==> src/rtl/fsl_pkg.sv <==
// Shared types and helpers for the synthesizer serial programmer.
// Assumes the select field is three bits wide.
package fsl_pkg;

    // Levels of the two serial lines during one state
    typedef struct packed {
        logic clk;
        logic dat;
    } line_lvl_t;

    // Codes 5 and 7 address no register in the synthesizer
    function automatic logic sel_is_illegal(input logic [2:0] code);
        return (code == 3'd5) || (code == 3'd7);
    endfunction

endpackage

==> src/rtl/fsl_phase_timer.sv <==
// Phase timer: measures the length of one line state in system clocks.
// Assumes restart is raised only while run is low.
module fsl_phase_timer #(
    parameter int PHASE_CLKS = 8
) (
    input  logic clk,
    input  logic rst_n,
    input  logic restart,
    input  logic run,
    output logic tick
);
    localparam int CW = (PHASE_CLKS > 1) ? $clog2(PHASE_CLKS) : 1;
    localparam logic [CW-1:0] CNT_LAST = CW'(PHASE_CLKS - 1);

    logic [CW-1:0] cnt_q;

    // Count cycles inside the current state and wrap at its last cycle
    always_ff @(posedge clk) begin
        if (!rst_n || restart) cnt_q <= '0;
        else if (run)          cnt_q <= (cnt_q == CNT_LAST) ? '0 : cnt_q + 1'b1;
    end

    assign tick = run && (cnt_q == CNT_LAST);


    cnt_range_chk: assert property (@(posedge clk) disable iff (!rst_n)
        cnt_q <= CNT_LAST);

endmodule

==> src/rtl/fsl_wave_map.sv <==
// Wave map: turns a state index and the bit being sent into line levels.
// Assumes the layout unlock, start, data, stop with an even unlock length.
module fsl_wave_map
    import fsl_pkg::*;
#(
    parameter int WORD_W        = 24,
    parameter int UNLOCK_PULSES = 5,
    parameter int PW            = 7
) (
    input  logic [PW-1:0] phase,
    input  logic          bit_i,
    output line_lvl_t     lvl
);
    localparam int UNL_PH    = 2 * UNLOCK_PULSES;
    localparam int DATA_BASE = UNL_PH + 4;
    localparam int STOP_BASE = DATA_BASE + 4 * WORD_W;

    logic [PW-1:0] off_start;
    logic [PW-1:0] off_data;
    logic [1:0]    sub;

    assign off_start = phase - PW'(UNL_PH);
    assign off_data  = phase - PW'(DATA_BASE);
    assign sub       = off_data[1:0];

    // Decode the line levels of the given state
    always_comb begin
        if (phase < PW'(UNL_PH)) begin
            lvl.clk = phase[0];
            lvl.dat = 1'b1;
        end else if (phase < PW'(DATA_BASE)) begin
            lvl.clk = off_start[0];
            lvl.dat = 1'b0;
        end else if (phase < PW'(STOP_BASE)) begin
            lvl.clk = (sub == 2'd0) || (sub == 2'd3);
            lvl.dat = sub[1] ? bit_i : ~bit_i;
        end else begin
            lvl.clk = (phase != PW'(STOP_BASE + 1));
            lvl.dat = 1'b1;
        end
    end

endmodule

==> src/rtl/fsl_sel_ctrl.sv <==
// Select control: keeps the register code of the current word, reports
// illegal codes and moves the clock-select lines when a transfer ends.
// Assumes accept and finish never occur in the same cycle.
module fsl_sel_ctrl
    import fsl_pkg::*;
(
    input  logic       clk,
    input  logic       rst_n,
    input  logic       accept,
    input  logic [2:0] code_in,
    input  logic       finish,
    output logic [1:0] sel_o,
    output logic       err_o
);
    logic [2:0] code_q;

    // Capture the code and its legality when a transfer is accepted
    always_ff @(posedge clk) begin
        if (!rst_n) begin
            code_q <= '0;
            err_o  <= 1'b0;
        end else if (accept) begin
            code_q <= code_in;
            err_o  <= sel_is_illegal(code_in);
        end
    end

    // Drive the select lines at the end of a video clock transfer
    always_ff @(posedge clk) begin
        if (!rst_n)                          sel_o <= 2'b00;
        else if (finish && code_q <= 3'd2)   sel_o <= code_q[1:0];
    end


    sel_follow_chk: assert property (@(posedge clk) disable iff (!rst_n)
        (finish && code_q <= 3'd2) |=> (sel_o == $past(code_q[1:0])));


    sel_keep_chk: assert property (@(posedge clk) disable iff (!rst_n)
        (finish && code_q > 3'd2) |=> $stable(sel_o));


    err_update_chk: assert property (@(posedge clk) disable iff (!rst_n)
        (err_o != $past(err_o)) |-> $past(accept));

endmodule

==> src/rtl/freq_synth_loader.sv <==
// Synthesizer serial programmer top. Accepts a control word on start,
// plays out unlock, start bit, data bits and stop bit on two registered
// lines, then updates the clock-select lines. Assumes PHASE_CLKS >= 1.
module freq_synth_loader
    import fsl_pkg::*;
#(
    parameter int PHASE_CLKS    = 8,
    parameter int WORD_W        = 24,
    parameter int UNLOCK_PULSES = 5,
    parameter int SEL_LSB       = 21
) (
    input  logic              clk,
    input  logic              rst_n,
    input  logic              start_i,
    input  logic [WORD_W-1:0] word_i,
    output logic              busy_o,
    output logic              done_o,
    output logic              err_o,
    output logic              syn_clk_o,
    output logic              syn_data_o,
    output logic [1:0]        sel_o
);
    localparam int UNL_PH    = 2 * UNLOCK_PULSES;
    localparam int DATA_BASE = UNL_PH + 4;
    localparam int STOP_BASE = DATA_BASE + 4 * WORD_W;
    localparam int LAST_PH   = STOP_BASE + 2;
    localparam int PW        = $clog2(LAST_PH + 1);

    logic              busy_q, done_q;
    logic [PW-1:0]     ph_q, ph_nxt;
    logic [WORD_W-1:0] sh_q, sh_nxt;
    line_lvl_t         lvl_q, lvl_nxt;
    logic              tick, accept, finish, in_data;
    logic [PW-1:0]     off_data;

    assign accept   = start_i && !busy_q;
    assign finish   = busy_q && tick && (ph_q == PW'(LAST_PH));
    assign off_data = ph_q - PW'(DATA_BASE);
    assign in_data  = (ph_q >= PW'(DATA_BASE)) && (ph_q < PW'(STOP_BASE));

    fsl_phase_timer #(.PHASE_CLKS(PHASE_CLKS)) u_timer (
        .clk(clk), .rst_n(rst_n), .restart(accept), .run(busy_q), .tick(tick)
    );

    // Next state index and shift register contents
    always_comb begin
        ph_nxt = ph_q;
        sh_nxt = sh_q;
        if (accept) begin
            ph_nxt = '0;
            sh_nxt = word_i;
        end else if (busy_q && tick && !finish) begin
            ph_nxt = ph_q + 1'b1;
            if (in_data && off_data[1:0] == 2'd3) sh_nxt = sh_q >> 1;
        end
    end

    fsl_wave_map #(.WORD_W(WORD_W), .UNLOCK_PULSES(UNLOCK_PULSES), .PW(PW)) u_map (
        .phase(ph_nxt), .bit_i(sh_nxt[0]), .lvl(lvl_nxt)
    );

    // Sequencer registers and registered line outputs
    always_ff @(posedge clk) begin
        if (!rst_n) begin
            busy_q <= 1'b0;
            done_q <= 1'b0;
            ph_q   <= '0;
            sh_q   <= '0;
            lvl_q  <= '0;
        end else begin
            busy_q <= accept ? 1'b1 : (finish ? 1'b0 : busy_q);
            done_q <= finish;
            ph_q   <= ph_nxt;
            sh_q   <= sh_nxt;
            lvl_q  <= (accept || (busy_q && !finish)) ? lvl_nxt : '0;
        end
    end

    fsl_sel_ctrl u_sel (
        .clk(clk), .rst_n(rst_n), .accept(accept),
        .code_in(word_i[SEL_LSB+2:SEL_LSB]), .finish(finish),
        .sel_o(sel_o), .err_o(err_o)
    );

    assign busy_o     = busy_q;
    assign done_o     = done_q;
    assign syn_clk_o  = lvl_q.clk;
    assign syn_data_o = lvl_q.dat;


    idle_lines_low_chk: assert property (@(posedge clk) disable iff (!rst_n)
        !busy_o |-> (!syn_clk_o && !syn_data_o));


    data_steady_on_rise_chk: assert property (@(posedge clk) disable iff (!rst_n)
        $rose(syn_clk_o) |-> $stable(syn_data_o));


    done_after_busy_chk: assert property (@(posedge clk) disable iff (!rst_n)
        $fell(busy_o) |-> done_o);


    done_single_chk: assert property (@(posedge clk) disable iff (!rst_n)
        done_o |=> !done_o);


    sel_quiet_busy_chk: assert property (@(posedge clk) disable iff (!rst_n)
        (busy_o && $past(busy_o)) |-> $stable(sel_o));


    restart_ignored_chk: assert property (@(posedge clk) disable iff (!rst_n)
        (busy_q && start_i && !finish) |=> busy_q);

endmodule

==> config.mk <==
export PLATFORM = sky130hd
export DESIGN_NAME = freq_synth_loader
export DESIGN_NICKNAME = d
export VERILOG_FILES = /design/src/rtl/fsl_pkg.sv /design/src/rtl/fsl_phase_timer.sv /design/src/rtl/fsl_wave_map.sv /design/src/rtl/fsl_sel_ctrl.sv /design/src/rtl/freq_synth_loader.sv
export SDC_FILE = /design/constraint.sdc
export NUM_CORES = 1
export LEC_CHECK = 0
export BUFFER_PORTS_ARGS = -buffer_cell sky130_fd_sc_hd__buf_4
export CELL_PAD_IN_SITES_DETAIL_PLACEMENT = 0
export CELL_PAD_IN_SITES_GLOBAL_PLACEMENT = 2
export CORE_AREA = 3 3 84 86
export DETAILED_ROUTE_END_ITERATION = 10
export DIE_AREA = 0 0 87 89
export GPL_ROUTABILITY_DRIVEN = 0
export PLACE_DENSITY_LB_ADDON = 0.15
export SLEW_MARGIN = 20
export SYNTH_ARGS = -nofsm -noshare
export SYNTH_HDL_FRONTEND = slang
export SYNTH_SLANG_ARGS = --single-unit
==> constraint.sdc <==
create_clock -name clk -period 5.9 [get_ports clk]
set_input_delay 0.59 -clock clk [delete_from_list [all_inputs] [get_ports clk]]
set_output_delay 0.59 -clock clk [all_outputs]
set_load 0.05 [all_outputs]
## Word level (Yosys, flattened, before mapping)

Index checks and enable logic that the tools add are counted.

| word-level totals | value |
|---|---|
| bits in registers | 44 |
| latch bits | 0 |
| RAM bits | 0 |
| memory bits (read-only) | 0 |
| bits of input ports | 27 |
| output and inout port bits | 7 |
| memories | 0 |

| operators by class | value |
|---|---|
| $add $sub $neg | 5 |
| multiply operators | 0 |
| divide/modulo/power cells | 0 |
| order comparisons | 6 |
| eq/ne operators | 7 |
| shift-type cells | 0 |
| muxes and demuxes | 12 |
| bitwise operators | 1 |
| reductions and logical operators | 22 |

Operators by type and width:

| cell | count |
|---|---|
| $mux W24 | 3 |
| $lt A7 B4 Y1 const B | 2 |
| $lt A7 B7 Y1 const B | 2 |
| $mux W7 | 2 |
| $eq A3 B3 Y1 const B | 3 |
| $logic_and A1 B1 Y1 | 9 |
| $add A7 B1 Y7 const B | 1 |
| $eq A7 B7 Y1 const B | 1 |
| $ge A7 B4 Y1 const B | 1 |
| $ne A7 B7 Y1 const B | 1 |
| $mux W2 | 3 |
| $reduce_bool A2 Y1 | 3 |
| $eq A2 B2 Y1 const B | 2 |
| $logic_or A1 B1 Y1 | 4 |
| $reduce_and A2 Y1 | 2 |
| $sub A2 B2 Y2 const B | 2 |
| $add A3 B1 Y3 const B | 1 |
| $le A3 B2 Y1 const B | 1 |
| $logic_not A1 Y1 | 3 |
| $mux W1 | 3 |
| $mux W3 | 1 |
| $logic_not A2 Y1 | 1 |
| $not A1 Y1 | 1 |
| $sub A1 B1 Y1 const B | 1 |

## Depth between registers and ports, before layout

Gate-level depths: netlist (run 1).

| depth | value |
|---|---|
| depth after elaboration | 14 |
| gate-level depth with buffers | 12 |

## Cells and area by module

A second synthesis (run 1) with hierarchy kept.

| second synthesis, totals | value |
|---|---|
| cell total of the unflattened synthesis | 259 |
| area total of the unflattened synthesis | 2,222.1 µm² |

Modules (own cells, without submodules):

| module | times used | cells each | area each (µm²) |
|---|---|---|---|
| freq_synth_loader | 1 | 205 | 1,691.6 |
| fsl_sel_ctrl | 1 | 21 | 239.0 |
| fsl_phase_timer | 1 | 15 | 153.9 |
| fsl_wave_map | 1 | 18 | 137.6 |

## Least setup slack after synthesis (run 1)

No wires, ideal clock.

| path | value |
|---|---|
| path type | flip-flop to flip-flop |
| start point | register busy_q (netlist: busy_o) |
| end point | register lvl_q, in the netlist syn_clk_o |
| library setup time | 120 ps |
| data arrival time | 2,015 ps |
| slack | 3,765 ps |
| stages on the path, launching flop included | 10 |
| path buffers | 2 |
| cells stage by stage | dfxtp_1 > buf_6 > and2b_1 > clkbuf_1 > nor2_1 > ha_1 > inv_1 > o311ai_1 > o211ai_1 > o21ai_1 |

| between the ends | value |
|---|---|
| word-level cells in the longest chain between the ends | 13 |

RTL lines:

| element | RTL line | RTL |
|---|---|---|
| from (decl) | freq_synth_loader.sv:29 | `logic busy_q, done_q;` |
| from (signal assigned) | freq_synth_loader.sv:71 | `busy_q <= accept ? 1'b1 : (finish ? 1'b0 : busy_q);` |
| $logic_and A1 B1 Y1 | fsl_phase_timer.sv:23 | `assign tick = run && (cnt_q == CNT_LAST);` |
| $logic_and A1 B1 Y1 | freq_synth_loader.sv:37, freq_synth_loader.sv:52 |  |
| $logic_and A1 B1 Y1 | freq_synth_loader.sv:37 | `assign finish = busy_q && tick && (ph_q == PW'(LAST_PH));` |
| $logic_not A1 Y1 | freq_synth_loader.sv:52 | `end else if (busy_q && tick && !finish) begin` |
| $logic_and A1 B1 Y1 | freq_synth_loader.sv:52 |  |
| $mux W7 | freq_synth_loader.sv:52 |  |
| $mux W7 * | freq_synth_loader.sv:49 | `if (accept) begin` |
| named net ph_nxt[0] | freq_synth_loader.sv:30 | `logic [PW-1:0] ph_q, ph_nxt;` |
| $sub A2 B2 Y2 | fsl_wave_map.sv:23 | `assign off_data = phase - PW'(DATA_BASE);` |
| $eq A2 B2 Y1 / $logic_not A2 Y1 (equally long branches) | fsl_wave_map.sv:35 | `lvl.clk = (sub == 2'd0) \|\| (sub == 2'd3);` |
| $logic_or A1 B1 Y1 | fsl_wave_map.sv:35 |  |
| $mux W2 | fsl_wave_map.sv:34 | `end else if (phase < PW'(STOP_BASE)) begin` |
| $mux W2 | fsl_wave_map.sv:31 | `end else if (phase < PW'(DATA_BASE)) begin` |
| $mux W2 * | fsl_wave_map.sv:28 | `if (phase < PW'(UNL_PH)) begin` |
| to (signal assigned) | freq_synth_loader.sv:75 | `lvl_q <= (accept \|\| (busy_q && !finish)) ? lvl_nxt : '0;` |
| to (decl) | freq_synth_loader.sv:32 | `line_lvl_t lvl_q, lvl_nxt;` |

Mark *: on every way through the listed nets, which the timed path passes. The rest lies on a longest branch.
A chain may end at the register's enable or synchronous reset.

## Worst setup path after layout (run 1)

| path | value |
|---|---|
| start point | register u_timer.cnt_q[0] |
| end point | register lvl_q, in the netlist syn_data_o |

| between the ends | value |
|---|---|
| word-level cells in the longest chain between the ends | 13 |

RTL lines:

| element | RTL line | RTL |
|---|---|---|
| from (decl) | fsl_phase_timer.sv:15 | `logic [CW-1:0] cnt_q;` |
| from (signal assigned) | fsl_phase_timer.sv:20 | `else if (run) cnt_q <= (cnt_q == CNT_LAST) ? '0 : cnt_q + 1'b1;` |
| $eq A3 B3 Y1 * | fsl_phase_timer.sv:23 |  |
| $logic_and A1 B1 Y1 * | fsl_phase_timer.sv:23 |  |
| $logic_and A1 B1 Y1 * | freq_synth_loader.sv:37, freq_synth_loader.sv:52 |  |
| branches (longest 10 deep; another with $lt A7 B7 Y1) | - |  |

Mark *: on every way between the ends. The select of a mux whose other input is x is not followed.

==> reports/summary.txt, run 1 <==
Outcome -> finished, final reports clean
CTS tree -> done
Place WS -> 3.57 ns
Placed instance area -> 2580 um2
Top-count cell post-synth -> dfxtp_1
Worst-case clock buffer depth -> 2
Synthesized netlist net count -> 291
Peak Freq -> 0.425 GHz
Synth area leaders -> dfxtp_1 (38%), mux2i_1 (8.6%), o211a_1 (8.6%)
Yosys top cell area share -> 37.7%
Pre-Repair DR Iteration Count -> 4
Die H -> 89 um
Final ANT Viol Nets -> 0
Nets -> 313
Slew @ Worst Pin -> 1.01 ns
Endpoints failing setup -> 0
WP buf/inv -> 0
Minimum clock period -> 2.35 ns
Count of final hold-check violations -> 0
Vias in the first global route -> 1660
Largest net degree at the start of global routing -> 56
Unrepaired setup endpoints after global routing -> false
Clock Latency Late Sink -> 0.29 ns
Wire length per cell -> 14.0 um
Sink Count -> 44
Hold buffers post-CTS -> 0
CP peak stage delay -> 0.41 ns
Io pins -> 34
Final period util -> 39.8%
CP max stage cell -> or3_1
Number of fill cells -> 643
Commonest cells in the netlist -> dfxtp_1 (44), nand2_1 (35), mux2i_1 (20), o211a_1 (20), nor2_1 (14)
Antenna diode count -> 0
Synthesized area -> 2330 um2
Layout Cells excl Fill -> 357
Die width -> 87 um
Final core occ -> 42.6%
DP HPWL -> 3320 um
DP Cell Count -> 349
Synth cell types -> 52
CP Class -> reg2reg
Initial DRC Count -> 76
Synth Instances -> 257
Fin Setup TNS -> 0 ns
Post-synth top flop -> dfxtp_1
Power density cells -> 234 nW/um2
Die area -> 7740 um2
I/O Buffers -> 33
Postcts setup bufs -> 0
Post-synth top area cell -> dfxtp_1
Fraction of layout cells with a size suffix above 1 -> 18.6%
Post-synth EDFFs -> 0
Via count -> 1848
Global-route usage over all layers -> 13.1%
Relative slew slack -> 32.5%
Starting Density -> 36.7%
Hold/Removal Path Class -> reg2reg
Element type at the critical path start -> flop
CTS root buf -> clkbuf_8
Initial antenna violation count -> 0
DRC viols -> 0
Avg Cell Area, Syn -> 9.08 um2
Critical Path AT -> 2.52 ns
Via/cell ratio -> 5.18
First-pass GRT wire length -> 8050 um
Total wire length -> 4980 um
Synth Register Bits -> 44
Worst setup EP type -> flop
Worst vdd ir -> 138 uV
Fin area -> 2710 um2
Worst-path clk slew -> 0.09 ns
Leakage -> 1.34 nW
Row Count -> 29
Final worst slack -> 3.55 ns
CTS Buf Count -> 5
H-tree depth -> 2
GRT overflow -> 0
Final slew viol count -> 0
Ys async rst share -> 0%
Worst path cell trace -> ha_1 -> ha_1 -> nand4_1 -> or3_1 -> a21oi_1 -> a31oi_1 -> a32oi_1 -> a21oi_1
CP max FO -> 7
Maxcap violations -> 0
Cell family with most CP delay -> simple AND/OR/NAND/NOR gates
Clock skew -> 0.00414 ns
YS warnings -> 0
Area delta synth->final -> 16.0%
# resized after CTS -> 0
Core ar. -> 6350 um2
WP data required -> 6.07 ns
Post-synthesis sequential area ratio -> 37.7%
final timing paths:
| path | cells after the start | end | from | slack [ns] |
|---|---|---|---|---|
| worst max-delay path | 8 | syn_data_o | u_timer.cnt_q[0] | 3.55 |
| worst min-delay path | 2 | u_sel.err_o | u_sel.err_o | 0.47 |
| worst min register to register | 2 | u_sel.err_o | u_sel.err_o | 0.47 |
| worst max register to register | 8 | syn_data_o | u_timer.cnt_q[0] | 3.55 |
state kept, by name, indices dropped and copies added, names as in the netlist:
register / flops
busy_o: 1
u_sel.err_o: 1
u_sel.sel_o: 2
sh_q: 24
ph_q: 7
u_timer.cnt_q: 3
u_sel.code_q: 3
syn_clk_o: 1
done_o: 1
syn_data_o: 1
metrics by stage:
step | total power [mW] | hold slack [ns]
floorplan | 0.372 | 0.443
global placement | 0.396 | 0.454
detailed placement | 0.396 | 0.457
CTS | 0.644 | 0.470
global route | 0.665 | 0.498
finish | 0.634 | 0.467
routing by layer:
| layer | up-vias | wire [um] | track usage, % |
|---|---|---|---|
| met2 | 29 | 2130 | 19.4 |
| li1 | 974 | - | - |
| met1 | 838 | 2580 | 18.7 |
| met4 | 0 | 66 | 4.67 |
| met5 | - | 0 | 0 |
| met3 | 7 | 216 | 3.04 |
report_power, final:
part	switching (mW)	internal, mW	total [mW]
logic	0.0330	0.0331	0.0661
clock network	0.108	0.139	0.246
registers	0.00933	0.312	0.322
total	0.150	0.484	0.634
worst reg2reg max path, cell delays in order (launching register included):
cell	delay, ns
dfxtp_1	0.35
ha_1	0.15
ha_1	0.31
nand4_1	0.33
or3_1	0.41
a21oi_1	0.23
a31oi_1	0.10
a32oi_1	0.25
a21oi_1	0.10
layout by cell type, fill, tap and decap left out, drive strengths merged, types with 2 or more instances in the layout:
| master | n |
|---|---|
| ha | 7 |
| a32oi | 2 |
| nor2 | 15 |
| nor3 | 3 |
| nor2b | 2 |
| mux2i | 20 |
| clkbuf | 6 |
| or3 | 3 |
| o311ai | 2 |
| buf | 34 |
| a31o | 2 |
| nand2b | 5 |
| nand3 | 7 |
| xnor2 | 3 |
| a21oi | 7 |
| inv | 4 |
| nor4 | 2 |
| dfxtp | 44 |
| o211a | 20 |
| nand2 | 35 |
| nand4 | 4 |
| o21ai | 6 |
| mux2 | 2 |
| and2 | 5 |
| a31oi | 4 |
| nor3b | 6 |
| o21a | 2 |
| a21o | 2 |
| o211ai | 3 |
| o31ai | 2 |
| a21boi | 8 |
cell families after synthesis:
group,share of synthesized area [%]
AND/OR/NAND/NOR,20.4
AO/OA/AOI/OAI,22.0
flip-flops,37.7
buffers and inverters,5.04
multiplexers,9.54
adder cells (fa/ha/maj),3.75
XOR/XNOR,1.50
final cells by class:
| cell class | count | area, um2 | share of cell area (%) |
|---|---|---|---|
| Multi-Input combinational cell | 190 | 1340 | 49.4 |
| Sequential cell | 44 | 881 | 32.5 |
| Timing Repair Buffer | 34 | 255 | 9.43 |
| Tap cell | 77 | 96.3 | 3.56 |
| Clock buffer | 6 | 82.6 | 3.05 |
| Clock inverter | 2 | 38.8 | 1.43 |
| Inverter | 4 | 15.0 | 0.555 |
Power figures use the tool's default switching activity.
==> run 2, diff against run 1 <==
Settings changed: ABC_AREA from default to 1, CORE_AREA 3 3 84 86 to 3 3 88 90, DIE_AREA 0 0 87 89 to 0 0 91 93.
Clock period 5.9 ns to 2.3 ns, I/O delays scaled along.
==> run 2 against run 1 <==
Against the previous run:
- first-iteration DRC count decreased by 43%
- worst setup slack lost 3.3 ns
- combinational power is 130% higher
- synthesized cell count rose by 21%
- critical path type unchanged
==> reports/summary.txt, run 2 <==
Outcome -> finished, final reports clean (unchanged)
Final period util -> 89.0% (was 39.8%)
CP peak stage delay -> 0.49 ns (was 0.41 ns)
Nets -> 377 (was 313)
GRT overflow -> 0 (unchanged)
Yosys top cell area share -> 39.0% (was 37.7%)
DRC viols -> 0 (unchanged)
Hold/Removal Path Class -> in2reg (was reg2reg)
Hold path depth -> 3 (was 2)
Clock Latency Late Sink -> 0.30 ns (was 0.29 ns)
Max FFs per register -> 24 (unchanged)
Cell family with most CP delay -> simple AND/OR/NAND/NOR gates (unchanged)
Synth Register Bits -> 44 (unchanged)
Peak Freq -> 0.488 GHz (was 0.425 GHz)
Global-route usage over all layers -> 14.0% (was 13.1%)
Clock skew -> 0.00869 ns (was 0.00414 ns)
Post-synthesis sequential area ratio -> 39.0% (was 37.7%)
Postcts setup bufs -> 0 (unchanged)
Power density cells -> 587 nW/um2 (was 234 nW/um2)
Minimum clock period -> 2.05 ns (was 2.35 ns)
First-pass GRT wire length -> 9700 um (was 8050 um)
YS warnings -> 0 (unchanged)
WP data required -> 2.50 ns (was 6.07 ns)
Io pins -> 34 (unchanged)
Synth cell types -> 33 (was 52)
Total wire length -> 5530 um (was 4980 um)
Final ANT Viol Nets -> 0 (unchanged)
Commonest cells in the netlist -> nand2_1 (79), dfxtp_1 (44), inv_1 (35) (was dfxtp_1 (44), nand2_1 (35), mux2i_1 (20), o211a_1 (20), nor2_1 (14))
Worst vdd ir -> 256 uV (was 138 uV)
Fin Setup TNS -> 0 ns (unchanged)
Place WS -> 0.237 ns (was 3.57 ns)
Core ar. -> 7140 um2 (was 6350 um2)
Via/cell ratio -> 4.72 (was 5.18)
Number of fill cells -> 805 (was 643)
Largest net degree at the start of global routing -> 26 (was 56)
CP max FO -> 16 (was 7)
Worst-case clock buffer depth -> 2 (unchanged)
Hold wc startpoint -> rst_n (was u_sel.err_o)
Endpoints failing setup -> 0 (unchanged)
CP Depth -> 13 (was 8)
Sink Count -> 44 (unchanged)
WHS Endpoint -> sh_q[19] (was u_sel.err_o)
I/O Buffers -> 33 (unchanged)
# resized after CTS -> 0 (unchanged)
Most flops, register -> sh_q (unchanged)
Slew @ Worst Pin -> 0.364 ns (was 1.01 ns)
CTS tree -> done (unchanged)
CP max stage cell -> dfxtp_1 (was or3_1)
Post-synth top area cell -> dfxtp_1 (unchanged)
Commonest cells after routing, fill and taps aside -> nand2_1 (79), dfxtp_1 (44), buf_4 (39), inv_1 (35), nand3_1 (31) (was dfxtp_1 (44), nand2_1 (35), buf_4 (34), mux2i_1 (20), o211a_1 (20))
Synthesized area -> 2260 um2 (was 2330 um2)
Final core occ -> 38.2% (was 42.6%)
H-tree depth -> 2 (unchanged)
Post-synth EDFFs -> 0 (unchanged)
Critical Path AT -> 2.25 ns (was 2.52 ns)
DP HPWL -> 3950 um (was 3320 um)
Wire length per cell -> 12.5 um (was 14.0 um)
Worst path cell trace -> inv_1 -> ha_1 -> nand2_2 -> nor2_4 -> nor2_8 -> nand2_2 -> o21ai_2 -> nor2_4 -> ha_1 -> nand2_1 -> nand3_1 -> nand2_1 -> inv_1 (was ha_1 -> ha_1 -> nand4_1 -> or3_1 -> a21oi_1 -> a31oi_1 -> a32oi_1 -> a21oi_1)
Relative slew slack -> 75.7% (was 32.5%)
Area delta synth->final -> 20.8% (was 16.0%)
Avg Cell Area, Syn -> 7.28 um2 (was 9.08 um2)
Row Count -> 31 (was 29)
Worst setup EP type -> flop (unchanged)
Path depth of the worst reg2reg path -> 13 (was 8)
Reg2reg start -> ph_q[1] (was u_timer.cnt_q[0])
Pre-Repair DR Iteration Count -> 5 (was 4)
Vias in the first global route -> 2024 (was 1660)
Ys async rst share -> 0% (unchanged)
CTS root buf -> clkbuf_8 (unchanged)
Post-synth top flop -> dfxtp_1 (unchanged)
CTS Buf Count -> 5 (unchanged)
Element type at the critical path start -> flop (unchanged)
Antenna diode count -> 0 (unchanged)
Die area -> 8460 um2 (was 7740 um2)
Top-count cell post-synth -> nand2_1 (was dfxtp_1)
Unrepaired setup endpoints after global routing -> false (unchanged)
Final slew viol count -> 0 (unchanged)
Worst reg2reg setup slack -> 0.25 ns (was 3.55 ns)
Die H -> 93 um (was 89 um)
WP buf/inv -> 2 (was 0)
Via count -> 2090 (was 1848)
Most common cell after layout, fill and taps aside -> nand2_1 (was dfxtp_1)
Synth Instances -> 310 (was 257)
Starting Density -> 31.6% (was 36.7%)
Synthesized netlist net count -> 344 (was 291)
Regs by FF count -> sh_q (24), ph_q (7) (unchanged)
Initial antenna violation count -> 0 (unchanged)
Final worst slack -> 0.253 ns (was 3.55 ns)
Initial DRC Count -> 43 (was 76)
Die width -> 91 um (was 87 um)
Fraction of layout cells with a size suffix above 1 -> 20.6% (was 18.6%)
CP Class -> reg2reg (unchanged)
Synth area leaders -> dfxtp_1 (39%), nand2_1 (13%), nand3_1 (6.9%) (was dfxtp_1 (38%), mux2i_1 (8.6%), o211a_1 (8.6%))
Hold buffers post-CTS -> 0 (unchanged)
Worst R2R End -> syn_clk_o (was syn_data_o)
Count of final hold-check violations -> 0 (unchanged)
WHS -> 0.142 ns (was 0.467 ns)
Worst-path clk slew -> 0.09 ns (about the same)
Leakage -> 1.19 nW (was 1.34 nW)
Maxcap violations -> 0 (unchanged)
run 2: cell count changes in the layout (fill, tap and decap cells not counted), moves of 8 or more:
cell      previous run  this run
a21oi_1              7        16
a32oi_1              2        10
a21boi_0             8         0
nor2_1              14        23
nand3_1              6        31
nand2_1             35        79
mux2i_1             20         0
inv_1                4        35
o211a_1             20         0
run 2: logic make-up (layout without fill, tap and decap cells):
group,after synthesis,count (layout),synth area share [%]
AO/OA/AOI/OAI,52,52,14.6
AND/OR/NAND/NOR,155,155,32.4
flip-flops,44,44,39.0
XOR/XNOR,2,2,0.777
buffers and inverters,50,84,9.21
adder cells (fa/ha/maj),7,7,3.88
run 2: how the worst max path moves through the flow:
| stage | start | slack, ns | endpoint |
|---|---|---|---|
| after floorplan | busy_o | 0.24 | syn_clk_o |
| after global placement | ph_q[1] | 0.20 | syn_clk_o |
| after detailed placement | ph_q[1] | 0.24 | sh_q[19] |
| after CTS | ph_q[1] | 0.22 | syn_clk_o |
| after global routing | ph_q[1] | 0.009 | syn_clk_o |
| final | ph_q[1] | 0.25 | syn_clk_o |
run 2: area by class of cell:
type / instances / area [um2] / share of cell area (%)
Clock buffer: 6 / 82.6 / 3.03
Clock inverter: 2 / 38.8 / 1.42
Inverter: 37 / 139 / 5.10
Multi-Input combinational cell: 216 / 1170 / 42.8
Sequential cell: 44 / 881 / 32.3
Tap cell: 99 / 124 / 4.55
Timing Repair Buffer: 39 / 293 / 10.7
run 2: where the power goes:
part / internal (mW) / switching, mW
combinational: 0.0652 / 0.0856
sequential: 0.794 / 0.0188
clock: 0.356 / 0.281
total: 1.21 / 0.385
run 2: layer usage:
layer	GRT usage, %	share of wire (%)
met1	18.6	47
met2	22.4	47
met3	3.38	4.3
met4	4.52	0.96
met5	0	0
run 2: tightest hold or removal path, cell delays in order:
cell	delay (ns)
buf_4	0.10
nand2_1	0.05
inv_1	0.04
run 2: per-stage QoR:
step / instances / area [um2] / power, mW
final: 443 / 2730 / 1.60
after global routing: 443 / 2730 / 1.69
after CTS: 443 / 2730 / 1.63
after detailed placement: 435 / 2600 / 0.984
after global placement: 435 / 2600 / 0.985
after floorplan: 310 / 2260 / 0.918
